File: config.mk
export PLATFORM = sky130hd
export DESIGN_NAME = auxuart_regif
export DESIGN_NICKNAME = d
export VERILOG_FILES = /design/src/rtl/auxuart_pkg.sv /design/src/rtl/auxuart_rxq.sv /design/src/rtl/auxuart_rdmux.sv /design/src/rtl/auxuart_regif.sv
export SDC_FILE = /design/constraint.sdc
export NUM_CORES = 1
export LEC_CHECK = 0
export BUFFER_PORTS_ARGS = -buffer_cell sky130_fd_sc_hd__clkbuf_2
export CAP_MARGIN = 15
export CORE_MARGIN = 5
export CORE_UTILIZATION = 30
export DETAILED_ROUTE_END_ITERATION = 7
export PLACE_DENSITY = 0.58
export RECOVER_POWER = 25
export SLEW_MARGIN = 20
export SYNTH_ARGS = -nofsm -noshare
export SYNTH_HDL_FRONTEND = slang
export SYNTH_SLANG_ARGS = --single-unit
File: constraint.sdc
create_clock -name clk -period 5.02 [get_ports clk]
set_input_delay 0.502 -clock clk [delete_from_list [all_inputs] [get_ports clk]]
set_output_delay 0.502 -clock clk [all_outputs]
set_load 0.02 [all_outputs]
File: src/rtl/auxuart_pkg.sv
package auxuart_pkg;

    localparam int unsigned ADDR_W = 8;
    localparam int unsigned WORD_W = 32;
    localparam int unsigned BYTE_W = 8;

    localparam logic [ADDR_W-1:0] OFF_IRQSUM = 8'h00;
    localparam logic [ADDR_W-1:0] OFF_ENA    = 8'h04;
    localparam logic [ADDR_W-1:0] OFF_DATA   = 8'h40;
    localparam logic [ADDR_W-1:0] OFF_IEN    = 8'h44;
    localparam logic [ADDR_W-1:0] OFF_IID    = 8'h48;
    localparam logic [ADDR_W-1:0] OFF_LSTAT  = 8'h54;
    localparam logic [ADDR_W-1:0] OFF_XCTL   = 8'h60;
    localparam logic [ADDR_W-1:0] OFF_XSTAT  = 8'h64;

    localparam int unsigned IEN_TX_BIT = 0;
    localparam int unsigned IEN_RX_BIT = 1;
    localparam int unsigned IID_FLUSH_BIT = 1;

    localparam logic [WORD_W-1:0] FIFO_ON_BITS = 32'h0000_00C0;
    localparam logic [WORD_W-1:0] LSTAT_BASE   = 32'h0000_0060;
    localparam logic [WORD_W-1:0] XSTAT_BASE   = 32'h0000_030E;
    localparam int unsigned       XSTAT_LVL_LSB = 16;

endpackage

File: src/rtl/auxuart_rxq.sv
module auxuart_rxq #(
    parameter int unsigned DEPTH = 8,
    localparam int unsigned PTR_W = (DEPTH > 1) ? $clog2(DEPTH) : 1,
    localparam int unsigned CNT_W = $clog2(DEPTH + 1)
) (
    input  logic             clk,
    input  logic             rst_n,
    input  logic             push,
    input  logic [7:0]       push_byte,
    input  logic             pop,
    input  logic             flush,
    output logic [7:0]       head_byte,
    output logic [CNT_W-1:0] level,
    output logic             full
);
    localparam int unsigned SUM_W = ((PTR_W > CNT_W) ? PTR_W : CNT_W) + 1;

    typedef struct packed {
        logic [PTR_W-1:0] head;
        logic [CNT_W-1:0] cnt;
    } q_state_t;

    q_state_t         st_q, st_d;
    logic [7:0]       slots_q [DEPTH];
    logic [SUM_W-1:0] tail_sum;
    logic [PTR_W-1:0] tail_idx;
    logic [PTR_W-1:0] wr_idx;
    logic             pop_ok;

    always_comb begin
        tail_sum = SUM_W'(st_q.head) + SUM_W'(st_q.cnt);
        if (tail_sum >= SUM_W'(DEPTH)) begin
            tail_idx = PTR_W'(tail_sum - SUM_W'(DEPTH));
        end else begin
            tail_idx = PTR_W'(tail_sum);
        end
        wr_idx = flush ? st_q.head : tail_idx;
        pop_ok = pop && (st_q.cnt != '0);

        st_d = st_q;
        if (flush) begin
            st_d.cnt = push ? CNT_W'(1) : '0;
        end else begin
            if (pop_ok) begin
                if (st_q.head == PTR_W'(DEPTH - 1)) begin
                    st_d.head = '0;
                end else begin
                    st_d.head = st_q.head + PTR_W'(1);
                end
            end
            st_d.cnt = st_q.cnt + CNT_W'(push) - CNT_W'(pop_ok);
        end
    end

    always_ff @(posedge clk) begin
        if (!rst_n) begin
            st_q <= '0;
        end else begin
            st_q <= st_d;
        end
    end

    always_ff @(posedge clk) begin
        if (push) begin
            slots_q[wr_idx] <= push_byte;
        end
    end

    assign head_byte = slots_q[st_q.head];
    assign level     = st_q.cnt;
    assign full      = (st_q.cnt == CNT_W'(DEPTH));

    AST_NO_OVERFLOW: assert property (@(posedge clk) disable iff (!rst_n)
        st_q.cnt <= CNT_W'(DEPTH));
    AST_HEAD_IN_RANGE: assert property (@(posedge clk) disable iff (!rst_n)
        32'(st_q.head) < DEPTH);

endmodule

File: src/rtl/auxuart_rdmux.sv
module auxuart_rdmux
    import auxuart_pkg::*;
#(
    parameter int unsigned CNT_W = 4
) (
    input  logic [ADDR_W-1:0] addr,
    input  logic [CNT_W-1:0]  level,
    input  logic [1:0]        ien,
    input  logic              irq_now,
    input  logic [7:0]        head_byte,
    output logic [WORD_W-1:0] word
);
    logic has_data;

    always_comb begin
        has_data = (level != '0);
        word     = '0;
        unique case (addr)
            OFF_IRQSUM: word = WORD_W'(irq_now);
            OFF_ENA:    word = 32'h1;
            OFF_DATA:   word = WORD_W'(head_byte);
            OFF_IEN:    word = FIFO_ON_BITS | WORD_W'(ien);
            OFF_IID:    word = FIFO_ON_BITS
                             | (has_data ? 32'h4 : 32'h2)
                             | WORD_W'(!irq_now);
            OFF_LSTAT:  word = LSTAT_BASE | WORD_W'(has_data);
            OFF_XCTL:   word = 32'h3;
            OFF_XSTAT:  word = XSTAT_BASE | WORD_W'(has_data)
                             | (WORD_W'(level) << XSTAT_LVL_LSB);
            default:    word = '0;
        endcase
    end

endmodule

File: src/rtl/auxuart_regif.sv
module auxuart_regif
    import auxuart_pkg::*;
#(
    parameter int unsigned DEPTH = 8
) (
    input  logic              clk,
    input  logic              rst_n,
    input  logic              req_valid,
    input  logic              req_write,
    input  logic [7:0]        req_addr,
    input  logic [31:0]       req_wdata,
    output logic              rsp_valid,
    output logic [31:0]       rsp_rdata,
    input  logic              rx_valid,
    input  logic [7:0]        rx_data,
    output logic              rx_ready,
    output logic              tx_valid,
    output logic [7:0]        tx_data,
    output logic              irq
);
    localparam int unsigned CNT_W = $clog2(DEPTH + 1);

    typedef struct packed {
        logic [1:0]        ien;
        logic              rsp_v;
        logic [WORD_W-1:0] rsp_w;
        logic              tx_v;
        logic [7:0]        tx_b;
    } top_state_t;

    top_state_t        st_q, st_d;
    logic              acc_wr, acc_rd;
    logic              do_pop, do_flush, do_push;
    logic [7:0]        head_byte;
    logic [CNT_W-1:0]  level;
    logic              q_full;
    logic [WORD_W-1:0] rd_word;
    logic              irq_now;

    assign acc_wr   = req_valid && req_write;
    assign acc_rd   = req_valid && !req_write;
    assign do_pop   = acc_rd && (req_addr == OFF_DATA);
    assign do_flush = acc_wr && (req_addr == OFF_IID) && req_wdata[IID_FLUSH_BIT];
    assign do_push  = rx_valid && !q_full;

    assign irq_now = st_q.ien[IEN_TX_BIT]
                   || (st_q.ien[IEN_RX_BIT] && (level != '0));

    auxuart_rxq #(.DEPTH(DEPTH)) rxq_i (
        .clk       (clk),
        .rst_n     (rst_n),
        .push      (do_push),
        .push_byte (rx_data),
        .pop       (do_pop),
        .flush     (do_flush),
        .head_byte (head_byte),
        .level     (level),
        .full      (q_full)
    );

    auxuart_rdmux #(.CNT_W(CNT_W)) rdmux_i (
        .addr      (req_addr),
        .level     (level),
        .ien       (st_q.ien),
        .irq_now   (irq_now),
        .head_byte (head_byte),
        .word      (rd_word)
    );

    always_comb begin
        st_d       = st_q;
        st_d.rsp_v = acc_rd;
        st_d.tx_v  = 1'b0;
        if (acc_rd) begin
            st_d.rsp_w = rd_word;
        end
        if (acc_wr) begin
            unique case (req_addr)
                OFF_IEN:  st_d.ien = req_wdata[1:0];
                OFF_DATA: begin
                    st_d.tx_v = 1'b1;
                    st_d.tx_b = req_wdata[7:0];
                end
                default: ;
            endcase
        end
    end

    always_ff @(posedge clk) begin
        if (!rst_n) begin
            st_q <= '0;
        end else begin
            st_q <= st_d;
        end
    end

    assign rsp_valid = st_q.rsp_v;
    assign rsp_rdata = st_q.rsp_w;
    assign tx_valid  = st_q.tx_v;
    assign tx_data   = st_q.tx_b;
    assign rx_ready  = !q_full;
    assign irq       = irq_now;

    AST_FULL_BLOCKS: assert property (@(posedge clk) disable iff (!rst_n)
        (level == CNT_W'(DEPTH)) |-> !rx_ready);
    AST_POP_ONE: assert property (@(posedge clk) disable iff (!rst_n)
        (do_pop && level != '0 && !rx_valid) |=> (level == $past(level) - CNT_W'(1)));
    AST_EMPTY_POP: assert property (@(posedge clk) disable iff (!rst_n)
        (do_pop && level == '0 && !rx_valid) |=> (level == '0));
    AST_FLUSH_EMPTIES: assert property (@(posedge clk) disable iff (!rst_n)
        do_flush |=> (level <= CNT_W'(1)));
    AST_TX_ENA_IRQ: assert property (@(posedge clk) disable iff (!rst_n)
        (acc_wr && req_addr == OFF_IEN && req_wdata[IEN_TX_BIT]) |=> irq);
    AST_TX_PULSE: assert property (@(posedge clk) disable iff (!rst_n)
        (acc_wr && req_addr == OFF_DATA) |=> (tx_valid && tx_data == $past(req_wdata[7:0])));
    AST_TX_SINGLE: assert property (@(posedge clk) disable iff (!rst_n)
        !(acc_wr && req_addr == OFF_DATA) |=> !tx_valid);
    AST_RSP_TIMING: assert property (@(posedge clk) disable iff (!rst_n)
        acc_rd |=> rsp_valid);
    AST_RSP_ONLY_READ: assert property (@(posedge clk) disable iff (!rst_n)
        !acc_rd |=> !rsp_valid);

endmodule

## Word level (Yosys, flattened, before mapping)

Memory sizes are Yosys's and may differ from the RTL's. A register that Yosys moved wholly into a read port is not among the register bits.
Index checks and enable logic that the tools add are counted.

- Memories kept: 1
- Flip-flop bits (word level): 51
- Memory bits (writable): 64
- Bits of input ports: 53

Memories:

| memory | words | width | read ports | clocked after Yosys merged registers in | wr ports | RTL line | text |
|---|---|---|---|---|---|---|---|
| rxq_i.slots_q | 8 | 8 | 1 | 1 | 1 | auxuart_rxq.sv:24 | `logic [7:0] slots_q [DEPTH];` |

- Bitwise operators: 3
- Order comparisons: 1
- Reduce and logical (&&, ||, !) cells: 18
- Add/subtract/negate cells: 5
- Mux-type cells: 12
- Eq/ne operators: 9

Operators by type and width:

| kind | count |
|---|---|
| case mux 32 bit (8 select lines) | 1 |
| == test 8 x 7 -> 1 bit, second input constant | 6 |
| OR 32 x 1 -> 32 bit | 1 |
| OR 10 x 20 -> 20 bit | 1 |
| two-way mux 3 bit | 6 |
| two-way mux 9 bit | 1 |
| == test 8 x 3 -> 1 bit, second input constant | 1 |
| logical AND 1 bit | 8 |
| zero test 8 bit | 1 |
| AND reduction 2 bit | 4 |
| adder 3 x 4 -> 5 bit | 1 |
| >= comparator 5 x 4 -> 1 bit, second input constant | 1 |
| adder 4 x 1 -> 4 bit | 1 |
| == test 4 bit, second input constant | 1 |
| two-way mux 4 bit | 1 |
| nonzero test 4 bit | 1 |
| subtractor 4 x 1 -> 4 bit | 1 |
| adder 3 x 1 -> 3 bit, second input constant | 1 |
| == test 3 bit, second input constant | 1 |
| zero test 1 bit | 3 |
| two-way mux 1 bit | 3 |
| subtractor 3 x 1 -> 3 bit, second input constant | 1 |
| logical OR 1 bit | 1 |
| inverter 1 bit | 1 |

## Logic depth before layout (Yosys ltp)

- Word-level depth: 7
- Mapped depth: 13
- Mapped depth without buffers: 12

## Hierarchy

From an unflattened synthesis, not the netlist that was laid out.

- Cells, all modules: 485
- Area total of the unflattened synthesis: 5,607.9 sq um

Modules (own cells, without submodules):

| module | area each (sq um) | instances | cells each | sequential area each (sq um) |
|---|---|---|---|---|
| auxuart_rxq | 3,213.1 | 1 | 178 | 2,122.0 |
| auxuart_regif | 1,941.9 | 1 | 241 | 880.8 |
| auxuart_rdmux | 452.9 | 1 | 66 | 0.0 |

## Worst setup path after synthesis

No wires, ideal clock.

- Kind: input to register
- Start point: in req_addr[1]
- End point: mem rxq_i.slots_q[1][0] (enable)
- Arrival time: 2.351 ns
- Stages on the path: 7
- Library setup time: 0.370 ns
- Slack: 2.298 ns
- Path buffers: 2
- Data required time: 4.650 ns
- Cell sequence: or3_1 clkbuf_1 or4_4 buf_6 mux2i_1 nand2b_1 nor2_1

- Cells in the longest elaborated chain, start to end: 4

RTL lines:

| what | RTL line | text |
|---|---|---|
| from (decl) | auxuart_regif.sv:10 | `input logic [7:0] req_addr,` |
| == test 8 x 7 -> 1 bit | auxuart_regif.sv:43 | `assign do_flush = acc_wr && (req_addr == OFF_IID) && req_wdata[IID_FLUSH_BIT];` |
| logical AND 1 bit (2 in a row) | auxuart_regif.sv:43 |  |
| two-way mux 3 bit | auxuart_rxq.sv:37 | `wr_idx = flush ? st_q.head : tail_idx;` |
| to (decl) | auxuart_rxq.sv:24 |  |

Every way passes these cells.

## Worst setup path in the final report

- Start point: in req_addr[5]
- End point: mem rxq_i.slots_q[7][2] (enable)

The elaborated chain is that of the path after synthesis.

==> results <==
- The flow ran to the end, and the final reports show no timing, DRC or antenna violations.
- The clock-pin transition on the worst setup and hold timing paths is 0.07 ns.
- The placeable core region is 15,030 sq um.
- The mean number of vias per cell is 4.830.
- Of the cells placed in the final design, the portion with a size suffix greater than 1 is 22.85%.
- The starting density of the core is a little under a third.
- The iteration count of the initial detailed-routing pass is 4.
- Setup repair after global routing left no endpoint under its margin.
- The largest net degree at the start of global routing is 30.
- The compound-cell area share of the yosys netlist is 8.924%.
- The filler cells instantiated in the layout total between 1,000 and 1,500.
- The final count of pins violating max slew is 0.
- The floorplan step defined a die boundary enclosing around 18,000 sq um.
- In this run, synthesis inferred 64 flip-flops with an integrated enable.
- The clock latency of the later-clocked register in the worst-skew pair is 0.35 ns.
- The clock buffer count from CTS is 9.
- The deepest clock path buffer count is 2.
- Of the total power, registers draw 47.5%.
- After synthesis, the largest family of logic cells by area is simple AND/OR/NAND/NOR gates.
- The library cell used most frequently in the layout, excluding fill and tap cells, is edfxtp_1.
- The count of inserted antenna diode cells is 0.
- The worst-case IR drop observed on VDD is 321.5 uV.
- The number of non-filler instances in the completed layout is slightly below 600.
- The number of buffers added to fix hold violations after cts is 0.
- The top achievable clock speed is 327.7 MHz.
- At the pin with the least slew margin, the transition time is 1.085 ns.
- Ranked by total cell area, the synthesized netlist is headed by edfxtp_1, dfxtp_1, mux4_2, buf_4, nand2_1.
- The xor/xnor share of the synthesized area is 1.153%.
- The count of nets left with antenna violations once routing finished came out at 0.
- The critical path data arrival time is 3.02 ns.
- The layout-stage area growth over the synthesis result is 14.61%.
- For hold timing, the worst endpoint is tx_data[2].
- The fraction of the mapped netlist area in adder cells is 3.350%.
- The floorplan has 45 rows.
- The capture instance of the worst register-to-register path is rxq_i.slots_q[2][1].
- The TritonCTS clock tree is yes.
- The routed design has just under 10 mm of wire.
- On the final layout, the worst clock skew is 0.003983 ns.
- The top flip-flop cell by instance count after synthesis is edfxtp_1.
- The floorplan step set the die height to about 130 microns.
- In this run the register-to-register setup slack is 2.18 ns.
- The sort of element at the end of the critical path is a flip-flop.
- The analysis attributes to net switching a power of 0.4967 mW.
- After detailed routing, the number of remaining DRC violations is 0.
- In the global route stage, overall resource usage came out at between 10% and 20%.
- The critical path required time is 4.99 ns.
- The buffer type at the clock tree root is clkbuf_16.
- Of the post-synthesis cell area, the dominant cell type holds 42.17%.
- The top cell types in the final layout, fill and taps aside, are edfxtp_1, clkbuf_2, dfxtp_1.
- Of the total power, the share spent switching nets is 25.01%.
- The internal power of the cells totals between 1 and 1.5 mW.
- The die is 133.2 microns wide.
- Global routing finished with a remaining overflow of 0.
- The worst slew margin relative to its limit is 27.69%.
- The hold path depth is 3.
- The number of antenna violations at the first check in global routing came to 0.
- After synthesis, the netlist uses 55 different library cells.
- The proportion of register bits with asynchronous set or reset after synthesis is 0%.
- The share of the Yosys chip area taken by registers is between 50% and 60%.
- The global-route wire length before repair is 15.19 mm.
- The synthesized netlist devotes 11.39% of its cell area to simple gates.
- The shortest period the worst path allows is 3.051 ns.
- The setup path with the least slack is of type input port to flip-flop.
- The combinational share of power is 13.6%.
- The TritonCTS sink count is a little under 100.
- In the synthesized netlist, the number of instances is 360.
- Port buffering added between 50 and 60 buffers.
- The number of top-level pins is 97.
- The multiplexer area fraction after synthesis is a little over a tenth.
- The total of flip-flops plus latches after synthesis is 99.
- The half-perimeter wire length after placement is about 6.7 mm.
- The routed wire length per instance is 16.30 microns.
- The number of nets in the layout is between 400 and 500.
- The count of cells along the worst register-to-register path is 8.
- STA classifies the critical path startpoint as an input port.
- The area of the mapped netlist is around 4600 sq um.
- The number of hold violations in the final report is 0.
- Summed over all failing endpoints, the final setup total negative slack is 0 ns.
- The total vias in the final route is 2,874.
- The startpoint of the lowest-slack hold path is req_wdata[2].
- The number of setup violations in the final report is 0.
- The via count of the first global-routing pass is 2,760.
- Of all nets on the critical path, the largest fanout is 14.
- Per report_power, the clock group accounts for 39.0% of the total.
- The post-synthesis cell type with the largest combined area is edfxtp_1.
- The number of violations of the max-capacitance limit is 0.
- The average size of a mapped cell is between 10 and 15 sq um.
- For this run, the number of Yosys warnings is 0.
- The post-CTS resize count is 0.
- After layout, the worst path uses 60.78% of the clock period.
- The power density normalized to cell area is ~380 nW/um^2.
- In this run the static leakage power is 1.867 nW.
- The count of routing violations after the opening detailed-route iteration is 167.
- The number of post-CTS setup repair buffers is 0.
- The number of instances in the placed design is 579.
- The worst flop-to-flop path startpoint is rxq_i.st_q[4].
- The tightest min-delay check is of the input port to flip-flop type.
- The maximum level of the CTS H-tree is 3.
- At the end of routability-driven placement, the weighted congestion stood at 0.8373.
-- worst max-delay path, stage by stage --
cell and delay (ns):
clkbuf_2 0.20, or3b_4 0.45, or4_4 0.60, mux2i_1 0.32, nand2_1 0.11, a21oi_1 0.82
-- cell usage after synthesis, drive strengths merged (9+ instances only) --
library cell,number
ha,9
mux2i,9
inv,15
edfxtp,64
a21boi,16
dfxtp,35
nor2,18
clkbuf,13
nand2,33
nand3,11
mux4,15
buf,28
-- worst max-delay path by stage --
stage / start / endpoint / slack, ns
2_1_floorplan: req_addr[1] / rxq_i.slots_q[1][0] / 2.30
3_3_place_gp: req_addr[5] / rxq_i.slots_q[7][4] / 1.59
3_5_place_dp: req_addr[5] / rxq_i.slots_q[7][4] / 1.56
4_1_cts: req_addr[5] / rxq_i.slots_q[7][2] / 1.92
5_1_grt: req_addr[5] / rxq_i.slots_q[7][1] / 1.81
6_report: req_addr[5] / rxq_i.slots_q[7][2] / 1.97
-- state kept, by name (all words and copies together) (netlist names), named ones only --
signal	flops
rxq_i.slots_q	64
rxq_i.level	4
rsp_valid	1
st_q	2
tx_valid	1
rsp_rdata	13
tx_data	8
rxq_i.st_q	3
-- power groups by stage --
stage | Clock [mW] | Sequential (mW) | Combinational, mW
after floorplan | 0 | 0.957 | 0.201
after global placement | 0 | 0.959 | 0.265
after detailed placement | 0 | 0.961 | 0.271
after CTS | 0.793 | 0.943 | 0.273
after global routing | 0.822 | 0.946 | 0.301
final | 0.773 | 0.943 | 0.269
-- through the flow --
step                      cell area [sq um]  hold WS, ns  setup WS, ns  utilization, %  total power [mW]
after floorplan                        4621       0.4711         2.298               -             1.158
after global routing                   5223       0.3918         1.811           34.74             2.070
after detailed placement               4886       0.4615         1.559           32.50             1.232
after CTS                              5230       0.3807         1.921           34.79             2.009
after global placement                 4886       0.4531         1.591           32.50             1.223
final                                  5223       0.3903         1.969           34.74             1.985
-- cell type report --
cell class / count / area [sq um] / share of cell area (%)
Clock buffer: 10 / 239.0 / 4.576
Clock inverter: 6 / 105.1 / 2.012
Inverter: 15 / 56.30 / 1.078
Multi-Input combinational cell: 222 / 1694 / 32.44
Sequential cell: 99 / 2623 / 50.22
Tap cell: 188 / 235.2 / 4.504
Timing Repair Buffer: 55 / 270.3 / 5.175
-- logic make-up (layout without fill, tap and decap cells) --
logic type / Yosys count / in the layout
adders and majority gates: 11 / 11
DFF: 99 / 99
buffers and inverters: 56 / 86
and+or+nand+nor: 101 / 101
muxes: 30 / 30
xor gates and xnor gates: 6 / 6
AOI/OAI and AO/OA: 56 / 56
other: 1 / 18
-- metal layers --
| metal | track usage (%) | wire length [microns] |
|---|---|---|
| met1 | 14.13 | 4308 |
| met2 | 17.86 | 4509 |
| met3 | 3.852 | 727 |
| met4 | 3.314 | 154 |
| met5 | 0 | 0 |
No activity file was read; power rests on OpenSTA's default activity.
